**config.mk**
```make
export PLATFORM = sky130hd
export DESIGN_NAME = addr_window_decoder
export DESIGN_NICKNAME = d
export VERILOG_FILES = /design/src/rtl/awd_pkg.sv /design/src/rtl/awd_window_regs.sv /design/src/rtl/awd_match.sv /design/src/rtl/awd_priority.sv /design/src/rtl/addr_window_decoder.sv
export SDC_FILE = /design/constraint.sdc
export NUM_CORES = 1
export LEC_CHECK = 0
export ABC_CLOCK_PERIOD_IN_PS = 4200
export BUFFER_PORTS_ARGS = -buffer_cell sky130_fd_sc_hd__buf_2
export CORE_AREA = 2 2 196 198
export DETAILED_ROUTE_END_ITERATION = 10
export DIE_AREA = 0 0 198 200
export PLACE_DENSITY_LB_ADDON = 0.25
export SETUP_SLACK_MARGIN = 0.15
export SLEW_MARGIN = 20
export SYNTH_ARGS = -nofsm -noshare
export SYNTH_HDL_FRONTEND = slang
export SYNTH_SLANG_ARGS = --single-unit
```
**constraint.sdc**
```tcl
create_clock -name clk -period 4.2 [get_ports clk]
set_input_delay 0.21 -clock clk [delete_from_list [all_inputs] [get_ports clk]]
set_output_delay 0.21 -clock clk [all_outputs]
set_load 0.1 [all_outputs]
```
**src/rtl/awd_pkg.sv**
```systemverilog
// Package: shared constants and field codes for the address window decoder.
// Assumes at most six windows; window 0 is the fixed configuration window.
package awd_pkg;
    localparam int MAX_WIN = 6;
    localparam int IDX_W   = 3;

    // Register field select codes used by the write and read ports
    typedef enum logic [1:0] {
        FLD_CTRL = 2'd0,
        FLD_BASE = 2'd1,
        FLD_MASK = 2'd2,
        FLD_XLAT = 2'd3
    } fld_e;

    // Bit positions inside the control field
    localparam int CTL_XLAT = 0;
    localparam int CTL_PREF = 1;
    localparam int CTL_RDLN = 2;
endpackage

```
**src/rtl/awd_window_regs.sv**
```systemverilog
// Module: storage for one programmable window (base page, space bit, mask,
// translation page, control). Assumes the caller has already qualified
// wr_sel with the window number; reset is synchronous active-low.
module awd_window_regs #(
    parameter int PG_W = 20
) (
    input  logic            clk,
    input  logic            rst_n,
    input  logic            wr_sel,
    input  logic [1:0]      wr_fld,
    input  logic [PG_W-1:0] wr_page,
    input  logic [2:0]      wr_low,
    output logic [PG_W-1:0] base_pg,
    output logic            is_io,
    output logic [PG_W-1:0] mask_pg,
    output logic [PG_W-1:0] xlat_pg,
    output logic [2:0]      ctrl
);
    import awd_pkg::*;

    // Update the addressed field on a write, clear everything on reset
    always_ff @(posedge clk) begin
        if (!rst_n) begin
            base_pg <= '0;
            is_io   <= 1'b0;
            mask_pg <= '0;
            xlat_pg <= '0;
            ctrl    <= '0;
        end else if (wr_sel) begin
            case (fld_e'(wr_fld))
                FLD_CTRL: ctrl <= wr_low;
                FLD_BASE: begin
                    base_pg <= wr_page;
                    is_io   <= wr_low[0];
                end
                FLD_MASK: mask_pg <= wr_page;
                FLD_XLAT: xlat_pg <= wr_page;
                default: ;
            endcase
        end
    end
endmodule

```
**src/rtl/awd_match.sv**
```systemverilog
// Module: page-level compare of an address against one window.
// Assumes a zero mask means the window is switched off.
module awd_match #(
    parameter int PG_W = 20
) (
    input  logic [PG_W-1:0] addr_pg,
    input  logic [PG_W-1:0] base_pg,
    input  logic [PG_W-1:0] mask_pg,
    output logic            hit
);
    // Masked equality, qualified by a live mask
    always_comb begin
        hit = (|mask_pg) && ((addr_pg & mask_pg) == (base_pg & mask_pg));
    end
endmodule

```
**src/rtl/awd_priority.sv**
```systemverilog
// Module: picks the lowest-numbered requester; gives one-hot grant and index.
// Assumes IW bits are enough to number N requesters.
module awd_priority #(
    parameter int N  = 6,
    parameter int IW = 3
) (
    input  logic [N-1:0]  req,
    output logic [N-1:0]  grant,
    output logic [IW-1:0] idx,
    output logic          any
);
    // Scan from the top so the lowest set request is assigned last
    always_comb begin
        grant = '0;
        idx   = '0;
        for (int i = N - 1; i >= 0; i--) begin
            if (req[i]) begin
                grant    = '0;
                grant[i] = 1'b1;
                idx      = IW'(i);
            end
        end
        any = |req;
    end
endmodule

```
**src/rtl/addr_window_decoder.sv**
```systemverilog
// Module: multi-window address decoder with per-window translation.
// Window 0 is a fixed configuration window; windows 1..NUM_WIN-1 are
// programmable; slots up to MAX_WIN-1 beyond that read as zero.
// Assumes 1 <= NUM_WIN <= MAX_WIN and a non-zero CFG_MASK page.
module addr_window_decoder
    import awd_pkg::*;
#(
    parameter int                ADDR_W   = 32,
    parameter int                PAGE_LSB = 12,
    parameter int                NUM_WIN  = 4,
    parameter logic [ADDR_W-1:0] CFG_BASE = 32'hC000_0000,
    parameter logic [ADDR_W-1:0] CFG_MASK = 32'hFFFF_F000
) (
    input  logic               clk,
    input  logic               rst_n,
    input  logic               wr_en,
    input  logic [IDX_W-1:0]   wr_win,
    input  logic [1:0]         wr_fld,
    input  logic [ADDR_W-1:0]  wr_data,
    input  logic [IDX_W-1:0]   rd_win,
    input  logic [1:0]         rd_fld,
    output logic [ADDR_W-1:0]  rd_data,
    input  logic [ADDR_W-1:0]  in_addr,
    output logic [MAX_WIN-1:0] hit_vec,
    output logic               any_hit,
    output logic [IDX_W-1:0]   hit_idx,
    output logic               hit_io,
    output logic               hit_prefetch,
    output logic               hit_readline,
    output logic [ADDR_W-1:0]  out_addr
);
    localparam int PG_W = ADDR_W - PAGE_LSB;
    localparam logic [PG_W-1:0] CFG_BASE_PG = CFG_BASE[ADDR_W-1:PAGE_LSB];
    localparam logic [PG_W-1:0] CFG_MASK_PG = CFG_MASK[ADDR_W-1:PAGE_LSB];

    logic [PG_W-1:0]    w_base [MAX_WIN];
    logic [PG_W-1:0]    w_mask [MAX_WIN];
    logic [PG_W-1:0]    w_xlat [MAX_WIN];
    logic               w_io   [MAX_WIN];
    logic [2:0]         w_ctrl [MAX_WIN];
    logic [MAX_WIN-1:0] w_hit;
    logic [PG_W-1:0]    addr_pg;
    logic               unused_wr_bits;

    assign addr_pg        = in_addr[ADDR_W-1:PAGE_LSB];
    assign unused_wr_bits = ^wr_data[PAGE_LSB-1:3];

    // One slot per architectural window: fixed, programmable or absent
    for (genvar g = 0; g < MAX_WIN; g++) begin : g_win
        if (g == 0) begin : g_cfg
            assign w_base[g] = CFG_BASE_PG;
            assign w_mask[g] = CFG_MASK_PG;
            assign w_xlat[g] = '0;
            assign w_io[g]   = 1'b0;
            assign w_ctrl[g] = '0;
        end else if (g < NUM_WIN) begin : g_prog
            logic sel;
            assign sel = wr_en && (wr_win == IDX_W'(g));
            awd_window_regs #(.PG_W(PG_W)) u_regs (
                .clk     (clk),
                .rst_n   (rst_n),
                .wr_sel  (sel),
                .wr_fld  (wr_fld),
                .wr_page (wr_data[ADDR_W-1:PAGE_LSB]),
                .wr_low  (wr_data[2:0]),
                .base_pg (w_base[g]),
                .is_io   (w_io[g]),
                .mask_pg (w_mask[g]),
                .xlat_pg (w_xlat[g]),
                .ctrl    (w_ctrl[g])
            );
        end else begin : g_none
            assign w_base[g] = '0;
            assign w_mask[g] = '0;
            assign w_xlat[g] = '0;
            assign w_io[g]   = 1'b0;
            assign w_ctrl[g] = '0;
        end

        awd_match #(.PG_W(PG_W)) u_match (
            .addr_pg (addr_pg),
            .base_pg (w_base[g]),
            .mask_pg (w_mask[g]),
            .hit     (w_hit[g])
        );
    end

    awd_priority #(.N(MAX_WIN), .IW(IDX_W)) u_prio (
        .req   (w_hit),
        .grant (hit_vec),
        .idx   (hit_idx),
        .any   (any_hit)
    );

    logic [PG_W-1:0] sel_mask;
    logic [PG_W-1:0] sel_xlat;
    logic            sel_io;
    logic [2:0]      sel_ctrl;

    // AND-OR mux of the granted window's attributes
    always_comb begin
        sel_mask = '0;
        sel_xlat = '0;
        sel_io   = 1'b0;
        sel_ctrl = '0;
        for (int i = 0; i < MAX_WIN; i++) begin
            sel_mask = sel_mask | ({PG_W{hit_vec[i]}} & w_mask[i]);
            sel_xlat = sel_xlat | ({PG_W{hit_vec[i]}} & w_xlat[i]);
            sel_io   = sel_io   | (hit_vec[i] & w_io[i]);
            sel_ctrl = sel_ctrl | ({3{hit_vec[i]}} & w_ctrl[i]);
        end
    end

    // Translate the page bits when the winner enables it; offset passes
    always_comb begin
        logic [PG_W-1:0] out_pg;
        if (sel_ctrl[CTL_XLAT])
            out_pg = (addr_pg & ~sel_mask) | (sel_xlat & sel_mask);
        else
            out_pg = addr_pg;
        out_addr     = {out_pg, in_addr[PAGE_LSB-1:0]};
        hit_io       = sel_io;
        hit_prefetch = sel_ctrl[CTL_PREF];
        hit_readline = sel_ctrl[CTL_RDLN];
    end

    // Readback of one field of one window; absent numbers return zero
    always_comb begin
        rd_data = '0;
        for (int i = 0; i < MAX_WIN; i++) begin
            if (rd_win == IDX_W'(i)) begin
                case (fld_e'(rd_fld))
                    FLD_CTRL: rd_data = {{(ADDR_W-3){1'b0}}, w_ctrl[i]};
                    FLD_BASE: rd_data = {w_base[i], {(PAGE_LSB-1){1'b0}}, w_io[i]};
                    FLD_MASK: rd_data = {w_mask[i], {PAGE_LSB{1'b0}}};
                    FLD_XLAT: rd_data = {w_xlat[i], {PAGE_LSB{1'b0}}};
                    default:  rd_data = '0;
                endcase
            end
        end
    end
endmodule

```
==> impl_metrics.tcl <==
set metrics [dict create \
    grt_pass1_vias 10580 \
    fillers 3908 \
    clk_pin_slew_ps 80 \
    finalSetupTns_ps 0 \
    drc 0 \
    avgSynthCellArea_um2 7.745 \
    setup_viol 0 \
    num_vias 11410 \
    cts_hold_buf 0 \
    layout_commonest_cell "nand2_1" \
    fin_nets 1531 \
    initialDrtViolationCount 1701 \
    crit_fanout 17 \
    rrSetupSlack_ps 3230 \
    detail_route.first_pass.iterations 10 \
    internal-power_w 0.002937 \
    gr-total-overflow 0 \
    grt_usage 0.2585 \
    layout-drive-gt1-share 0.1579 \
    die_h_um 200 \
    dieWidth_um 198 \
    finalHoldViolCount 0 \
    seqPwrFrac 0.416 \
    arrival_ps 3740 \
    cts_tree "yes" \
    place_area_um2 12330 \
    cp-start-kind "register" \
    dpl.hpwl_mm 35.75 \
    dieArea_um2 39600 \
    maxSlewHeadroom 0.1669 \
    antenna_found_initial 1 \
    maxCapViolCount 0 \
    met3_usage 0.03696 \
    wirelength_mm 51.54 \
    grt_pass1_wl_mm 73.95 \
    cts_buffers 17 \
    final_cell_mix "nand2_1, a21boi_0, dfxtp_1, buf_2, a222oi_1" \
    regToRegEndpoint "g_win[2].g_prog.u_regs.mask_pg[14]$_SDFFE_PN0P_" \
    core_area_um2 37400 \
    synth_cell_type_count 56 \
    whs_ps 67.39 \
    yosys_register_bits 192 \
    top_usage_layer "met2" \
    p_leak_nw 4.606 \
    io_buffers 108 \
    wire_per_inst_um 26.11 \
    worstSkewPairLatency_ps 440 \
    whs_endpoint "g_win[1].g_prog.u_regs.ctrl[1]$_SDFFE_PN0P_" \
    synth_warnings 0 \
    period_share 0.9409 \
    seq_area_frac_synth 0.3470 \
    grt_max_degree 88 \
    p_per_area_nw_per_um2 342.5 \
    hold_path_class "in2reg" \
    maxSlewViolCount 0 \
    synthToLayoutAreaGrowth_pct 17.10 \
    synthFlopType "dfxtp_1" \
    diodes 0 \
    ir_drop_v 0.0002549 \
    clock_sinks 192 \
    p_sw_frac 0.3388 \
    num_rows 71 \
    use_met2 0.4208 \
    rsz0062_at_grt "no" \
    min-delay-start "wr_data[1]" \
    r2r-start "g_win[2].g_prog.u_regs.mask_pg[14]$_SDFFE_PN0P_" \
    cp-end-kind "primary output" \
    tightestPinTransition_ps 1250 \
    syn_area_um2 11080 \
    fin_area_um2 12970 \
    status "complete, no violations" \
    share_comb_of_total_power 0.198 \
    start_util 0.2961 \
    required_ps 3990 \
    netlist_instances 1430 \
    clock_skew_ps 0 \
    cts_max_level 4 \
    ys_async_sr_fraction 0 \
    cts.path.max_buffers 2 \
    switchingPower_w 0.001505 \
    use_met1 0.3403 \
    synth_edf_count 0 \
    max_freq_mhz 253.0 \
    crit_type "reg2out" \
    ant_nets 0 \
    io_pins 154 \
    ff2ff_path_depth 2 \
    avgViaCountPerCell 5.782 \
    gp_congestion 0.9849 \
    final.min_clock_period_ps 3952 \
    whs_path_depth 3 \
    clkPwrFrac 0.386 \
    clockRootBuffer "clkbuf_16" \
]
==> per-stage QoR <==
stage	setup slack [ps]	utilization	instances	power, W
CTS	153.1	0.3462	1973	0.004444
floorplan	169.3	-	1441	0.002500
global route	204.0	0.3468	1974	0.004554
finish	248.1	0.3468	1974	0.004442
global placement	541.3	0.3292	1941	0.002743
detailed placement	526.4	0.3296	1941	0.002747
==> flip-flops by register name, summed over array words and instances, names as in the netlist <==
| name | flops |
|---|---|
| g_win.g_prog.u_regs.base_pg | 60 |
| g_win.g_prog.u_regs.mask_pg | 60 |
| g_win.g_prog.u_regs.xlat_pg | 60 |
| g_win.g_prog.u_regs.ctrl | 9 |
| g_win.g_prog.u_regs.is_io | 3 |
==> kinds of logic after synthesis <==
| kind of cell | synth area share |
|---|---|
| compound gates | 0.3099 |
| buf+inv | 0.07422 |
| xor+xnor | 0.04745 |
| simple gates | 0.2038 |
| mux | 0.01276 |
| fa+ha+maj | 0.004519 |
| other cells | 0.0003386 |
| flops | 0.3470 |
==> how the worst max path moves through the flow <==
stage | start | end | cells after the start | slack [ps]
detailed placement | in_addr[16] | out_addr[28] | 11 | 530
CTS | g_win[1].g_prog.u_regs.base_pg[17]$_SDFFE_PN0P_ | out_addr[23] | 10 | 150
global route | g_win[2].g_prog.u_regs.mask_pg[3]$_SDFFE_PN0P_ | out_addr[21] | 12 | 200
global placement | g_win[2].g_prog.u_regs.mask_pg[3]$_SDFFE_PN0P_ | out_addr[21] | 12 | 540
floorplan | g_win[1].g_prog.u_regs.mask_pg[14]$_SDFFE_PN0P_ | out_addr[15] | 9 | 170
finish | g_win[1].g_prog.u_regs.base_pg[17]$_SDFFE_PN0P_ | out_addr[30] | 11 | 250
==> cell usage after synthesis, drive strengths merged, types with 2 or more instances <==
library cell,count,area share
a221o,10,0.0090
nand4,8,0.0051
dfxtp,192,0.35
nor2b,6,0.0034
clkbuf,125,0.042
or3b,2,0.0016
o2111ai,8,0.0063
or2,3,0.0017
a21oi,31,0.014
nor4,20,0.011
a22o,15,0.012
xor2,60,0.047
mux2i,13,0.012
a222oi,64,0.058
nor4b,3,0.0024
nand3,26,0.012
nand3b,5,0.0034
nand2b,5,0.0028
buf,37,0.024
nand2,408,0.14
o22ai,19,0.011
nor2,22,0.0077
inv,23,0.0078
nor3b,10,0.0068
a31o,2,0.0016
ha,4,0.0045
o211a,18,0.016
a31oi,7,0.0040
and3,3,0.0017
o21ai,32,0.016
o211ai,3,0.0020
a22oi,35,0.026
a21boi,192,0.13
nor3,8,0.0041
==> power by group through the flow <==
stage,Clock [W],Combinational (W),Sequential [W]
floorplan,0,0.000615,0.00188
global placement,0,0.000851,0.00189
detailed placement,0,0.000855,0.00189
CTS,0.00174,0.000858,0.00185
global route,0.00181,0.000896,0.00185
finish,0.00171,0.000878,0.00185
==> area by class of cell <==
type / instances / area [µm²] / area share
inverters: 23 / 86.33 / 0.006656
multi-input cells: 1064 / 6576 / 0.5070
well taps: 511 / 639.4 / 0.04930
flip-flops and latches: 192 / 3844 / 0.2964
clock buffers: 17 / 425.4 / 0.03280
repair buffers: 152 / 1224 / 0.09435
clock inverters: 15 / 175.2 / 0.01351
==> worst max-delay path: stages, from the launching register on <==
cell     delay [ps]
dfxtp_1         340
xor2_1          170
a22oi_1         400
nand4_1         320
or3_1           440
buf_4           210
nor2_2          300
buf_12          250
a22o_1          160
a21oi_1          50
a31oi_1         400
buf_12          230
==> metal layers <==
metal,vias up,part of all wire
met5,-,0
met4,0,0.046
met3,129,0.082
met2,657,0.46
met1,5540,0.41
li1,5087,-
==> timing repair <==
action                     CTS  global route
buffers inserted             0             1
setup endpoints to repair    9            12
pin swaps                    0             1
gates resized for setup      4             2
(Power assumes the default switching activity.)
